<file path="src/rtl/bridge_pkg.sv">
package bridge_pkg;

  typedef enum logic [1:0] {
    RC_OKAY   = 2'b00,
    RC_EXOKAY = 2'b01,
    RC_SLVERR = 2'b10,
    RC_DECERR = 2'b11
  } rcode_t;

  typedef enum logic [1:0] {
    ST_IDLE,
    ST_SETUP,
    ST_ACCESS,
    ST_RESP
  } bstate_t;

endpackage

</file>
<file path="src/rtl/bridge_req_slot.sv">
module bridge_req_slot #(
  parameter int WIDTH = 16
) (
  input  logic             clk,
  input  logic             rst,
  input  logic             in_valid,
  output logic             in_ready,
  input  logic [WIDTH-1:0] in_data,
  input  logic             take,
  output logic             full,
  output logic [WIDTH-1:0] data
);

  always_ff @(posedge clk) begin
    if (rst) begin
      full <= 1'b0;
      data <= '0;
    end else if (take) begin
      full <= 1'b0;
    end else if (in_valid && !full) begin
      full <= 1'b1;
      data <= in_data;
    end
  end

  assign in_ready = !full;

  p_take_when_full_r6: assert property (@(posedge clk) disable iff (rst)
    take |-> full);

endmodule

</file>
<file path="src/rtl/bridge_addr_dec.sv">
module bridge_addr_dec #(
  parameter int ADDR_W   = 16,
  parameter int N_SLV    = 3,
  parameter int SLOT_LOG = 12,
  parameter int SPAN     = 1024
) (
  input  logic [ADDR_W-1:0] addr,
  output logic [N_SLV-1:0]  sel,
  output logic              hit
);

  localparam int SLOT_W = ADDR_W - SLOT_LOG;
  localparam logic [SLOT_LOG:0] SPAN_V = (SLOT_LOG+1)'(SPAN);

  logic [SLOT_W-1:0] slot;
  logic [SLOT_LOG:0] off;

  assign slot = addr[ADDR_W-1:SLOT_LOG];
  assign off  = {1'b0, addr[SLOT_LOG-1:0]};

  for (genvar k = 0; k < N_SLV; k++) begin : g_win
    assign sel[k] = (slot == SLOT_W'(k)) && (off < SPAN_V);
  end

  assign hit = |sel;

  always_comb begin
    p_one_window_r4: assert ($onehot0(sel));
  end

endmodule

</file>
<file path="src/rtl/bridge_rr_arb.sv">
module bridge_rr_arb (
  input  logic clk,
  input  logic rst,
  input  logic enable,
  input  logic req_rd,
  input  logic req_wr,
  output logic gnt_rd,
  output logic gnt_wr
);

  logic last_wr;

  always_comb begin
    gnt_rd = 1'b0;
    gnt_wr = 1'b0;
    if (enable) begin
      if (req_rd && req_wr) begin
        gnt_wr = !last_wr;
        gnt_rd = last_wr;
      end else begin
        gnt_rd = req_rd;
        gnt_wr = req_wr;
      end
    end
  end

  always_ff @(posedge clk) begin
    if (rst)                  last_wr <= 1'b1;
    else if (gnt_rd || gnt_wr) last_wr <= gnt_wr;
  end

  p_grant_backed_r7: assert property (@(posedge clk) disable iff (rst)
    (gnt_rd |-> req_rd) and (gnt_wr |-> req_wr));

  p_grant_single_r7: assert property (@(posedge clk) disable iff (rst)
    $onehot0({gnt_rd, gnt_wr}));

  p_alternate_r7: assert property (@(posedge clk) disable iff (rst)
    (enable && req_rd && req_wr && gnt_wr) |=> last_wr);

endmodule

</file>
<file path="src/rtl/axil_apb_bridge.sv">
module axil_apb_bridge
  import bridge_pkg::*;
#(
  parameter int ADDR_W   = 16,
  parameter int DATA_W   = 32,
  parameter int N_SLV    = 3,
  parameter int SLOT_LOG = 12,
  parameter int SPAN     = 1024
) (
  input  logic                clk,
  input  logic                rst,
  input  logic                aw_valid,
  output logic                aw_ready,
  input  logic [ADDR_W-1:0]   aw_addr,
  input  logic                w_valid,
  output logic                w_ready,
  input  logic [DATA_W-1:0]   w_data,
  input  logic [DATA_W/8-1:0] w_strb,
  output logic                b_valid,
  input  logic                b_ready,
  output logic [1:0]          b_resp,
  input  logic                ar_valid,
  output logic                ar_ready,
  input  logic [ADDR_W-1:0]   ar_addr,
  output logic                r_valid,
  input  logic                r_ready,
  output logic [DATA_W-1:0]   r_data,
  output logic [1:0]          r_resp,
  output logic [N_SLV-1:0]    apb_sel,
  output logic                apb_enable,
  output logic                apb_write,
  output logic [ADDR_W-1:0]   apb_addr,
  output logic [DATA_W-1:0]   apb_wdata,
  output logic [DATA_W/8-1:0] apb_strb,
  input  logic [DATA_W-1:0]   apb_rdata,
  input  logic                apb_ready,
  input  logic                apb_fault
);

  localparam int STRB_W = DATA_W / 8;
  localparam int WPK_W  = DATA_W + STRB_W;

  bstate_t state;

  logic              aw_full, w_full, ar_full;
  logic [ADDR_W-1:0] aw_q, ar_q;
  logic [WPK_W-1:0]  wpk_q;
  logic              gnt_rd, gnt_wr, grant;
  logic [ADDR_W-1:0] pick_addr;
  logic [N_SLV-1:0]  dec_sel;
  logic              dec_hit;
  logic              cur_wr;
  rcode_t            code_q;
  logic [DATA_W-1:0] rdata_q;
  logic              done;

  bridge_req_slot #(.WIDTH(ADDR_W)) u_aw_slot (
    .clk(clk), .rst(rst), .in_valid(aw_valid), .in_ready(aw_ready),
    .in_data(aw_addr), .take(gnt_wr), .full(aw_full), .data(aw_q)
  );

  bridge_req_slot #(.WIDTH(WPK_W)) u_w_slot (
    .clk(clk), .rst(rst), .in_valid(w_valid), .in_ready(w_ready),
    .in_data({w_strb, w_data}), .take(gnt_wr), .full(w_full), .data(wpk_q)
  );

  bridge_req_slot #(.WIDTH(ADDR_W)) u_ar_slot (
    .clk(clk), .rst(rst), .in_valid(ar_valid), .in_ready(ar_ready),
    .in_data(ar_addr), .take(gnt_rd), .full(ar_full), .data(ar_q)
  );

  bridge_rr_arb u_arb (
    .clk(clk), .rst(rst), .enable(state == ST_IDLE),
    .req_rd(ar_full), .req_wr(aw_full && w_full),
    .gnt_rd(gnt_rd), .gnt_wr(gnt_wr)
  );

  assign grant     = gnt_rd || gnt_wr;
  assign pick_addr = gnt_wr ? aw_q : ar_q;

  bridge_addr_dec #(
    .ADDR_W(ADDR_W), .N_SLV(N_SLV), .SLOT_LOG(SLOT_LOG), .SPAN(SPAN)
  ) u_dec (
    .addr(pick_addr), .sel(dec_sel), .hit(dec_hit)
  );

  assign done = (state == ST_RESP) && (cur_wr ? b_ready : r_ready);

  always_ff @(posedge clk) begin
    if (rst) begin
      state      <= ST_IDLE;
      cur_wr     <= 1'b0;
      code_q     <= RC_OKAY;
      rdata_q    <= '0;
      apb_sel    <= '0;
      apb_enable <= 1'b0;
      apb_write  <= 1'b0;
      apb_addr   <= '0;
      apb_wdata  <= '0;
      apb_strb   <= '0;
    end else begin
      unique case (state)
        ST_IDLE: begin
          if (grant) begin
            cur_wr    <= gnt_wr;
            apb_write <= gnt_wr;
            apb_addr  <= pick_addr;
            if (gnt_wr) begin
              apb_wdata <= wpk_q[DATA_W-1:0];
              apb_strb  <= wpk_q[WPK_W-1:DATA_W];
            end else begin
              apb_strb  <= '0;
            end
            if (dec_hit) begin
              apb_sel <= dec_sel;
              state   <= ST_SETUP;
            end else begin
              code_q  <= RC_DECERR;
              rdata_q <= '0;
              state   <= ST_RESP;
            end
          end
        end
        ST_SETUP: begin
          apb_enable <= 1'b1;
          state      <= ST_ACCESS;
        end
        ST_ACCESS: begin
          if (apb_ready) begin
            apb_sel    <= '0;
            apb_enable <= 1'b0;
            code_q     <= apb_fault ? RC_SLVERR : RC_OKAY;
            if (!cur_wr) rdata_q <= apb_rdata;
            state      <= ST_RESP;
          end
        end
        ST_RESP: begin
          if (done) state <= ST_IDLE;
        end
        default: state <= ST_IDLE;
      endcase
    end
  end

  assign b_valid = (state == ST_RESP) && cur_wr;
  assign r_valid = (state == ST_RESP) && !cur_wr;
  assign b_resp  = code_q;
  assign r_resp  = code_q;
  assign r_data  = rdata_q;

  p_hold_b_r8: assert property (@(posedge clk) disable iff (rst)
    (b_valid && !b_ready) |=> (b_valid && $stable(b_resp)));

  p_hold_r_r8: assert property (@(posedge clk) disable iff (rst)
    (r_valid && !r_ready) |=> (r_valid && $stable(r_resp) && $stable(r_data)));

  p_clean_okay_r1: assert property (@(posedge clk) disable iff (rst)
    (apb_enable && apb_ready && !apb_fault) |=>
      ((b_valid && b_resp == 2'b00) || (r_valid && r_resp == 2'b00)));

  p_fault_slverr_r3: assert property (@(posedge clk) disable iff (rst)
    (apb_enable && apb_ready && apb_fault) |=>
      ((b_valid && b_resp == 2'b10) || (r_valid && r_resp == 2'b10)));

  p_setup_first_r5: assert property (@(posedge clk) disable iff (rst)
    $rose(apb_enable) |-> ($past(|apb_sel) && $stable(apb_sel) && $stable(apb_addr)));

  p_miss_quiet_r4: assert property (@(posedge clk) disable iff (rst)
    ((b_valid || r_valid) && code_q == RC_DECERR) |-> (apb_sel == '0));

  p_sel_single_r4: assert property (@(posedge clk) disable iff (rst)
    $onehot0(apb_sel));

  p_read_data_r9: assert property (@(posedge clk) disable iff (rst)
    (apb_enable && apb_ready && !apb_write) |=> (r_data == $past(apb_rdata)));

endmodule

</file>
<file path="config.mk">
export PLATFORM = sky130hd
export DESIGN_NAME = axil_apb_bridge
export DESIGN_NICKNAME = d
export VERILOG_FILES = /design/src/rtl/bridge_pkg.sv /design/src/rtl/bridge_req_slot.sv /design/src/rtl/bridge_addr_dec.sv /design/src/rtl/bridge_rr_arb.sv /design/src/rtl/axil_apb_bridge.sv
export SDC_FILE = /design/constraint.sdc
export NUM_CORES = 1
export LEC_CHECK = 0
export ABC_AREA = 1
export BUFFER_PORTS_ARGS = -buffer_cell sky130_fd_sc_hd__clkbuf_2
export CAP_MARGIN = 0
export CORE_MARGIN = 2
export CORE_UTILIZATION = 40
export DETAILED_ROUTE_END_ITERATION = 16
export GPL_TIMING_DRIVEN = 0
export MAX_ROUTING_LAYER = met4
export PLACE_DENSITY = 0.7
export SETUP_SLACK_MARGIN = 0.2
export SLEW_MARGIN = 20
export SYNTH_ARGS = -nofsm -noshare
export SYNTH_HDL_FRONTEND = slang
export SYNTH_SLANG_ARGS = --single-unit
</file>
<file path="constraint.sdc">
create_clock -name clk -period 5.5 [get_ports clk]
set_clock_uncertainty 0.05 [all_clocks]
set_input_delay 0.275 -clock clk [delete_from_list [all_inputs] [get_ports clk]]
set_output_delay 0.275 -clock clk [all_outputs]
set_load 0.05 [all_outputs]
</file>
==> flow_summary_export.csv, run 1 <==
group,metric,value,unit
run_status,status,"complete, no violations",
power,power.switching,1.84,mW
routing,vias,6417,
logic_synthesis,ys_seq_area_frac,0.501,
global_route,grt_usage,0.215,
floorplanning,start_util,0.412,
finish,n_fill_cell,1608,
logic_synthesis,syn-num-nets,1022,
timing,fmax,380,MHz
worst_setup_path,path_cells,"inv_1 > ha_1 > nand2_1 > nand2_1 > o22ai_1 > nor2_1 > clkbuf_1 > nand4_1 > nand2_1 > nor2_1",
worst_setup_path,r2r_slack,2.87,ns
power,peakVddDrop,0.233,mV
clocking,cts.path.max_buffers,2,
finish,antenna_cells,0,
place,dpl_cell_area,7890,µm²
worst_setup_path,start_kind,"flop",
clocking,cts_sinks,165,
timing,period_share,0.478,
finish,area_growth,29.4,%
timing,finalHoldViolations,0,
floorplanning,die_x,132,µm
place,place_hpwl,13.7,mm
power,power.share.clock,0.287,
worst_setup_path,rr_worst_depth,10,
global_route,grt_max_degree,17,
clocking,cts_tree,"yes",
global_route,grt_pass1_wl,29.6,mm
routing,drtAntennaViolNets,0,
clocking,htreeDepth,4,
finish,fin_util,0.533,
routing,routed_wl,18.5,mm
worst_setup_path,rr_startpoint,"state[0]$_SDFFE_PP0P_",
floorplanning,core,16000,µm²
logic_synthesis,yosysUniqueCellTypes,27,
timing,fin_setup_tns,0,ns
timing,slew_headroom,0.598,
worst_setup_path,path_common_cell,"nand2_1",
worst_setup_path,crit_fanout,10,
worst_setup_path,arrival,2.89,ns
finish,final_common_cell,"nor2_1",
place,pre_cts_ws,2.82,ns
worst_setup_path,critPathMaxStageDelay,0.41,ns
timing,final_max_slew_viol_count,0,
clocking,hold_buffers,0,
global_route,antenna_found_initial,0,
worst_setup_path,path_class,"reg2reg",
worst_hold_path,min_to,"u_w_slot.data[2]$_SDFFE_PP0P_",
floorplanning,ioPinCount,207,
power,finalPower,4.49,mW
global_route,grt_pass1_vias,6091,
timing,setup_violations,0,
finish,final_cell_area,8530,µm²
clocking,clk_pin_slew,0.07,ns
power,p_int,2.65,mW
logic_synthesis,synth.avg_cell_area,7.25,µm²
worst_hold_path,min_from,"w_data[2]",
power,power_density,526,nW/µm²
routing,first_pass_iters,4,
worst_setup_path,path_buf_inv,2,
job,maxCapViolCount,0,
worst_setup_path,crit_path_end_kind,"flop",
logic_synthesis,ys_ff_latch,165,
worst_setup_path,slowest_stage,"nor2_1",
logic_synthesis,ys_warn_count,0,
clocking,root_buffer,"clkbuf_16",
routing,wl_per_cell,13.6,µm
worst_hold_path,holdPathStages,3,
finish,mostFrequentLayoutCells,"nor2_1, clkbuf_2, dfxtp_1, nand2_1, o21ai_0",
worst_setup_path,worstPathRequired,5.75,ns
floorplanning,dieArea,17500,µm²
routing,via_per_inst,4.71,
timing,fin_crit,2.63,ns
worst_setup_path,reg2reg_to,"r_data[9]$_SDFFE_PP0P_",
routing,drc,0,
logic_synthesis,synth_area,6590,µm²
logic_synthesis,netlist_instances,909,
power,p_leak,4.15,nW
worst_setup_path,crit_family,"simple AND/OR/NAND/NOR gates",
power,pwr-share-comb,0.380,
place,gp_congestion,0.863,
power,swShare,0.411,
clocking,postCtsSetupRepairBufs,0,
floorplanning,die-height,132,µm
clocking,cts_repair_resize_count,0,
global_route,gr-total-overflow,0,
power,power_frac_seq,0.334,
worst_hold_path,hp-class,"in2reg",
clocking,insertion_delay,0.42,ns
floorplanning,num_rows,46,
place,port_buffers,205,
timing,setup_slack,2.87,ns
routing,drt_iter0_drc,291,
finish,layout-drive-gt1-share,0.225,
finish,final_nets,1246,
timing,worst_pin_slew,0.601,ns
timing,grt_setup_unrepaired,"no",
clocking,cts_made_buffers,17,
## metrics by stage
| stage | cells | hold slack, ns |
|---|---|---|
| 3_3_place_gp | 1330 | 0.390 |
| 4_1_cts | 1362 | 0.00624 |
| 6_report | 1362 | 0.0168 |
| 5_1_grt | 1362 | 0.0186 |
| 2_1_floorplan | 909 | 0.360 |
| 3_5_place_dp | 1330 | 0.396 |
## sequential cells by signal, summed over array words and instances, names as in the netlist, 2 cells and up
signal          cells
apb_sel             3
u_aw_slot.data     16
b_resp              2
apb_strb            4
r_data             32
apb_wdata          32
u_ar_slot.data     16
state               2
u_w_slot.data      36
apb_addr           16
## worst min-delay path, delay by kind of cell
| kind | cells | cell delay (ns) |
|---|---|---|
| and+or+nand+nor | 2 | 0.11 |
| buffers and inverters | 1 | 0.08 |
## power by group through the flow
stage / clock [mW] / combinational (mW) / sequential [mW]
4_1_cts: 1.30 / 1.72 / 1.50
5_1_grt: 1.36 / 1.88 / 1.52
2_1_floorplan: 0 / 0.849 / 1.97
6_report: 1.29 / 1.70 / 1.50
3_3_place_gp: 0 / 1.69 / 1.52
3_5_place_dp: 0 / 1.71 / 1.52
## synth_stat cells
cell      instances  area [µm²]
clkbuf_1         49         184
o21ai_0         124         621
nand2_1         151         567
nor3_1            2        10.0
a22oi_1           1        7.51
nor2_4            1        11.3
nand3_1          11        55.1
o22ai_1           1        6.26
ha_1              4        50.1
o21bai_1         11        82.6
inv_1            84         315
nor2_2            1        6.26
nand4_1          33         206
nand2_2           3        18.8
o21ai_1           1        5.00
buf_2             5        25.0
buf_6             4        45.0
o211ai_1          6        45.0
clkinv_1          1        3.75
dfxtp_1         165        3300
buf_1             1        3.75
a31oi_1           1        6.26
nand3_4           2        35.0
nor2_1          209         785
buf_4             3        22.5
a21oi_1          33         165
inv_2             2        7.51
## worst max path at each step
stage | to | cells past startpoint | from | slack, ns
finish | r_data[9]$_SDFFE_PP0P_ | 10 | state[0]$_SDFFE_PP0P_ | 2.87
global route | r_data[24]$_SDFFE_PP0P_ | 10 | state[1]$_SDFFE_PP0P_ | 2.57
CTS | r_data[9]$_SDFFE_PP0P_ | 10 | state[0]$_SDFFE_PP0P_ | 2.80
detailed placement | r_data[9]$_SDFFE_PP0P_ | 10 | state[0]$_SDFFE_PP0P_ | 2.82
global placement | r_data[9]$_SDFFE_PP0P_ | 10 | state[0]$_SDFFE_PP0P_ | 2.83
floorplan | r_data[10]$_SDFFE_PP0P_ | 15 | state[0]$_SDFFE_PP0P_ | 3.42
## layout make-up
cell class | instances | area, µm² | share of cell area
buffer | 62 | 280 | 0.0329
sequential | 165 | 3300 | 0.387
clock inverter | 11 | 159 | 0.0186
timing repair buffer | 205 | 1030 | 0.120
tap | 216 | 270 | 0.0317
inverter | 87 | 327 | 0.0383
multi-input combinational | 595 | 2680 | 0.315
clock buffer | 21 | 480 | 0.0563
## metal layers
layer  part of all wire  routed length (µm)  track usage
met1               0.46                8430        0.262
met4              0.016                 291       0.0687
met3              0.058                1060       0.0477
met5                  0                   0            -
met2               0.47                8700        0.356
## cell families after synthesis
kind of cell / synth area share
flip-flops: 0.501
AO/OA/AOI/OAI: 0.142
adder cells (fa/ha/maj): 0.00759
buffers and inverters: 0.0920
AND/OR/NAND/NOR: 0.257
Note: power is estimated with default switching activity, not from simulation.
==> inputs of run 2 (changes only) <==
--- a/config.mk
+++ b/config.mk
@@ -13,7 +13,7 @@
 export DETAILED_ROUTE_END_ITERATION = 16
 export GPL_TIMING_DRIVEN = 0
 export MAX_ROUTING_LAYER = met4
-export PLACE_DENSITY = 0.7
+export PLACE_DENSITY = 0.73
 export SETUP_SLACK_MARGIN = 0.2
 export SLEW_MARGIN = 20
 export SYNTH_ARGS = -nofsm -noshare
==> constraint.sdc (replaced) <==
create_clock -name clk -period 2.2 [get_ports clk]
set_clock_uncertainty 0.05 [all_clocks]
set_input_delay 0.11 -clock clk [delete_from_list [all_inputs] [get_ports clk]]
set_output_delay 0.11 -clock clk [all_outputs]
set_load 0.05 [all_outputs]
==> run 2 against run 1 <==
  * Register-to-register slack worse by 2.7 ns
  * Sequential share of layout area is 4.8 points lower
  * Sequential cell count stayed put
  * Setup slack worse by 2.7 ns
  * Via count is 11% higher
  * Die area stayed put
  * Combinational power grew to 2.9 times the previous value
  * Wire length is 15% higher
  * Clock power is 110% higher
  * Worst hold slack worse by 0.015 ns
  * Critical endpoint is now r_data[30]$_SDFFE_PP0P_
==> flow_summary_export.csv, run 2 (synthesis gave the netlist of run 1 again) <==
group,metric,value,unit
worst_setup_path,r2r_slack,0.18,ns
worst_setup_path,path_buf_inv,4,
routing,drc,0,
worst_setup_path,path_common_cell,"nand2_1",
worst_setup_path,reg2reg_to,"r_data[30]$_SDFFE_PP0P_",
global_route,grt_max_degree,17,
global_route,gr-total-overflow,0,
clocking,cts_sinks,165,
worst_setup_path,worstPathRequired,2.45,ns
floorplanning,start_util,0.412,
clocking,root_buffer,"clkbuf_16",
timing,worst_pin_slew,0.579,ns
finish,area_growth,47.7,%
floorplanning,ioPinCount,207,
finish,mostFrequentLayoutCells,"clkbuf_2, nor2_1, dfxtp_1, nand2_1, o21ai_0",
floorplanning,dieArea,17500,µm²
timing,period_share,0.919,
power,power_density,1180,nW/µm²
finish,final_common_cell,"clkbuf_2",
power,p_leak,4.65,nW
routing,drtAntennaViolNets,0,
global_route,antenna_found_initial,0,
timing,fin_crit,2.02,ns
global_route,grt_pass1_wl,33.1,mm
place,pre_cts_ws,-0.275,ns
timing,grt_setup_unrepaired,"yes",
finish,regMostFlops,"u_w_slot.data",
routing,wl_per_cell,14.3,µm
floorplanning,die-height,132,µm
finish,largest_reg_flops,36,
clocking,cts_tree,"yes",
finish,final_nets,1365,
global_route,grt_usage,0.241,
worst_setup_path,crit_end,"r_data[30]$_SDFFE_PP0P_",
floorplanning,die_x,132,µm
finish,final_cell_area,9740,µm²
worst_setup_path,rr_startpoint,"state[0]$_SDFFE_PP0P_",
worst_setup_path,start_kind,"flop",
worst_setup_path,arrival,2.27,ns
clocking,insertion_delay,0.42,ns
worst_setup_path,cp_num_cells,15,
routing,first_pass_iters,5,
routing,vias,7123,
routing,via_per_inst,4.81,
clocking,cts_made_buffers,17,
worst_hold_path,hp-class,"in2reg",
floorplanning,core,16000,µm²
timing,slew_headroom,0.614,
routing,routed_wl,21.2,mm
worst_setup_path,path_class,"reg2reg",
worst_setup_path,crit_path_end_kind,"flop",
timing,final_max_slew_viol_count,0,
timing,setup_violations,0,
clocking,htreeDepth,4,
worst_setup_path,slowest_stage,"dfxtp_2",
finish,antenna_cells,0,
clocking,clk_pin_slew,0.06,ns
worst_setup_path,timing.critical_path.from,"state[0]$_SDFFE_PP0P_",
power,peakVddDrop,0.646,mV
worst_hold_path,min_from,"apb_rdata[19]",
timing,fin_setup_tns,0,ns
worst_setup_path,path_cells,"inv_2 > ha_4 > inv_4 > nor2_4 > nand2_4 > buf_8 > nand2_1 > nand2_2 > nand2_2 > nand3_4 > nand3_4 > clkbuf_16 > nand2_1 > nand2_1 > nor2_1",
worst_setup_path,crit_fanout,7,
timing,fmax,494,MHz
timing,setup_slack,0.178,ns
routing,drt_iter0_drc,412,
worst_setup_path,critPathMaxStageDelay,0.33,ns
worst_setup_path,crit_family,"simple AND/OR/NAND/NOR gates",
worst_setup_path,rr_worst_depth,15,
place,port_buffers,205,
place,place_hpwl,13.5,mm
place,gp_congestion,0.859,
run_status,status,"complete, no violations",
floorplanning,num_rows,46,
timing,finalHoldViolations,0,
clocking,cts.path.max_buffers,2,
global_route,grt_pass1_vias,6793,
finish,layout-drive-gt1-share,0.247,
job,maxCapViolCount,0,
place,dpl_cell_area,7890,µm²
## run 2: cell types whose count changed in the layout (fill, tap and decap cells not counted), moves of 5 or more
cell	before	now
clkbuf_4	0	5
nand2_1	151	132
clkbuf_1	49	43
dlygate4sd3_1	0	99
buf_4	3	21
nand2_2	3	21
## run 2: worst min-delay path by stage
stage | end | depth (start not counted) | slack [ns]
3_3_place_gp | u_w_slot.data[4]$_SDFFE_PP0P_ | 3 | 0.28
6_report | r_data[19]$_SDFFE_PP0P_ | 5 | 0.002
3_5_place_dp | u_w_slot.data[4]$_SDFFE_PP0P_ | 3 | 0.29
5_1_grt | r_data[19]$_SDFFE_PP0P_ | 5 | 0.03
2_1_floorplan | u_ar_slot.data[12]$_SDFFE_PP0P_ | 2 | 0.19
4_1_cts | r_data[4]$_SDFFE_PP0P_ | 5 | 0.007
## run 2: repair_timing
item | 4_1_cts | 5_1_grt
hold buffers | 99 | 0
cloned | 1 | 1
buffers inserted | 13 | 5
endpoints found under the setup margin | 89 | 83
gates resized for setup | 27 | 37
hold endpoints to repair | 99 | 0
pin swaps | 8 | 7
## run 2: area by class of cell
class | count | area, µm²
repair buffers | 324 | 2200
fillers | 1421 | 6260
flip-flops and latches | 165 | 3310
clock buffers | 21 | 450
plain buffers | 62 | 327
well taps | 216 | 270
multi-input cells | 595 | 2780
clock inverters | 10 | 76.3
inverters | 87 | 332
## run 2: worst min-delay path: stages
cell and delay (ns):
clkbuf_2 0.08, nand2_1 0.05, nand4_1 0.08, nand2_1 0.05
nor2_1 0.07
## run 2: report_power, final
group	switching (mW)	total, mW	internal (mW)
registers	0.264	3.76	3.49
clock network	1.22	2.69	1.47
logic	3.31	5.00	1.69
## run 2: through the flow
stage               std cells  hold slack, ns   util  total power, mW
floorplan                 909           0.195      -             7.05
global placement         1330           0.281  0.493             8.00
detailed placement       1330           0.289  0.493             8.06
CTS                      1474         0.00744  0.599             11.2
global route             1480          0.0344  0.609             12.1
finish                   1480         0.00162  0.609             11.5
## run 2: routing by layer
| metal | global-route usage | share of wire |
|---|---|---|
| met2 | 0.401 | 0.49 |
| met3 | 0.0581 | 0.062 |
| met1 | 0.276 | 0.42 |
| met5 | - | 0 |
| met4 | 0.105 | 0.029 |
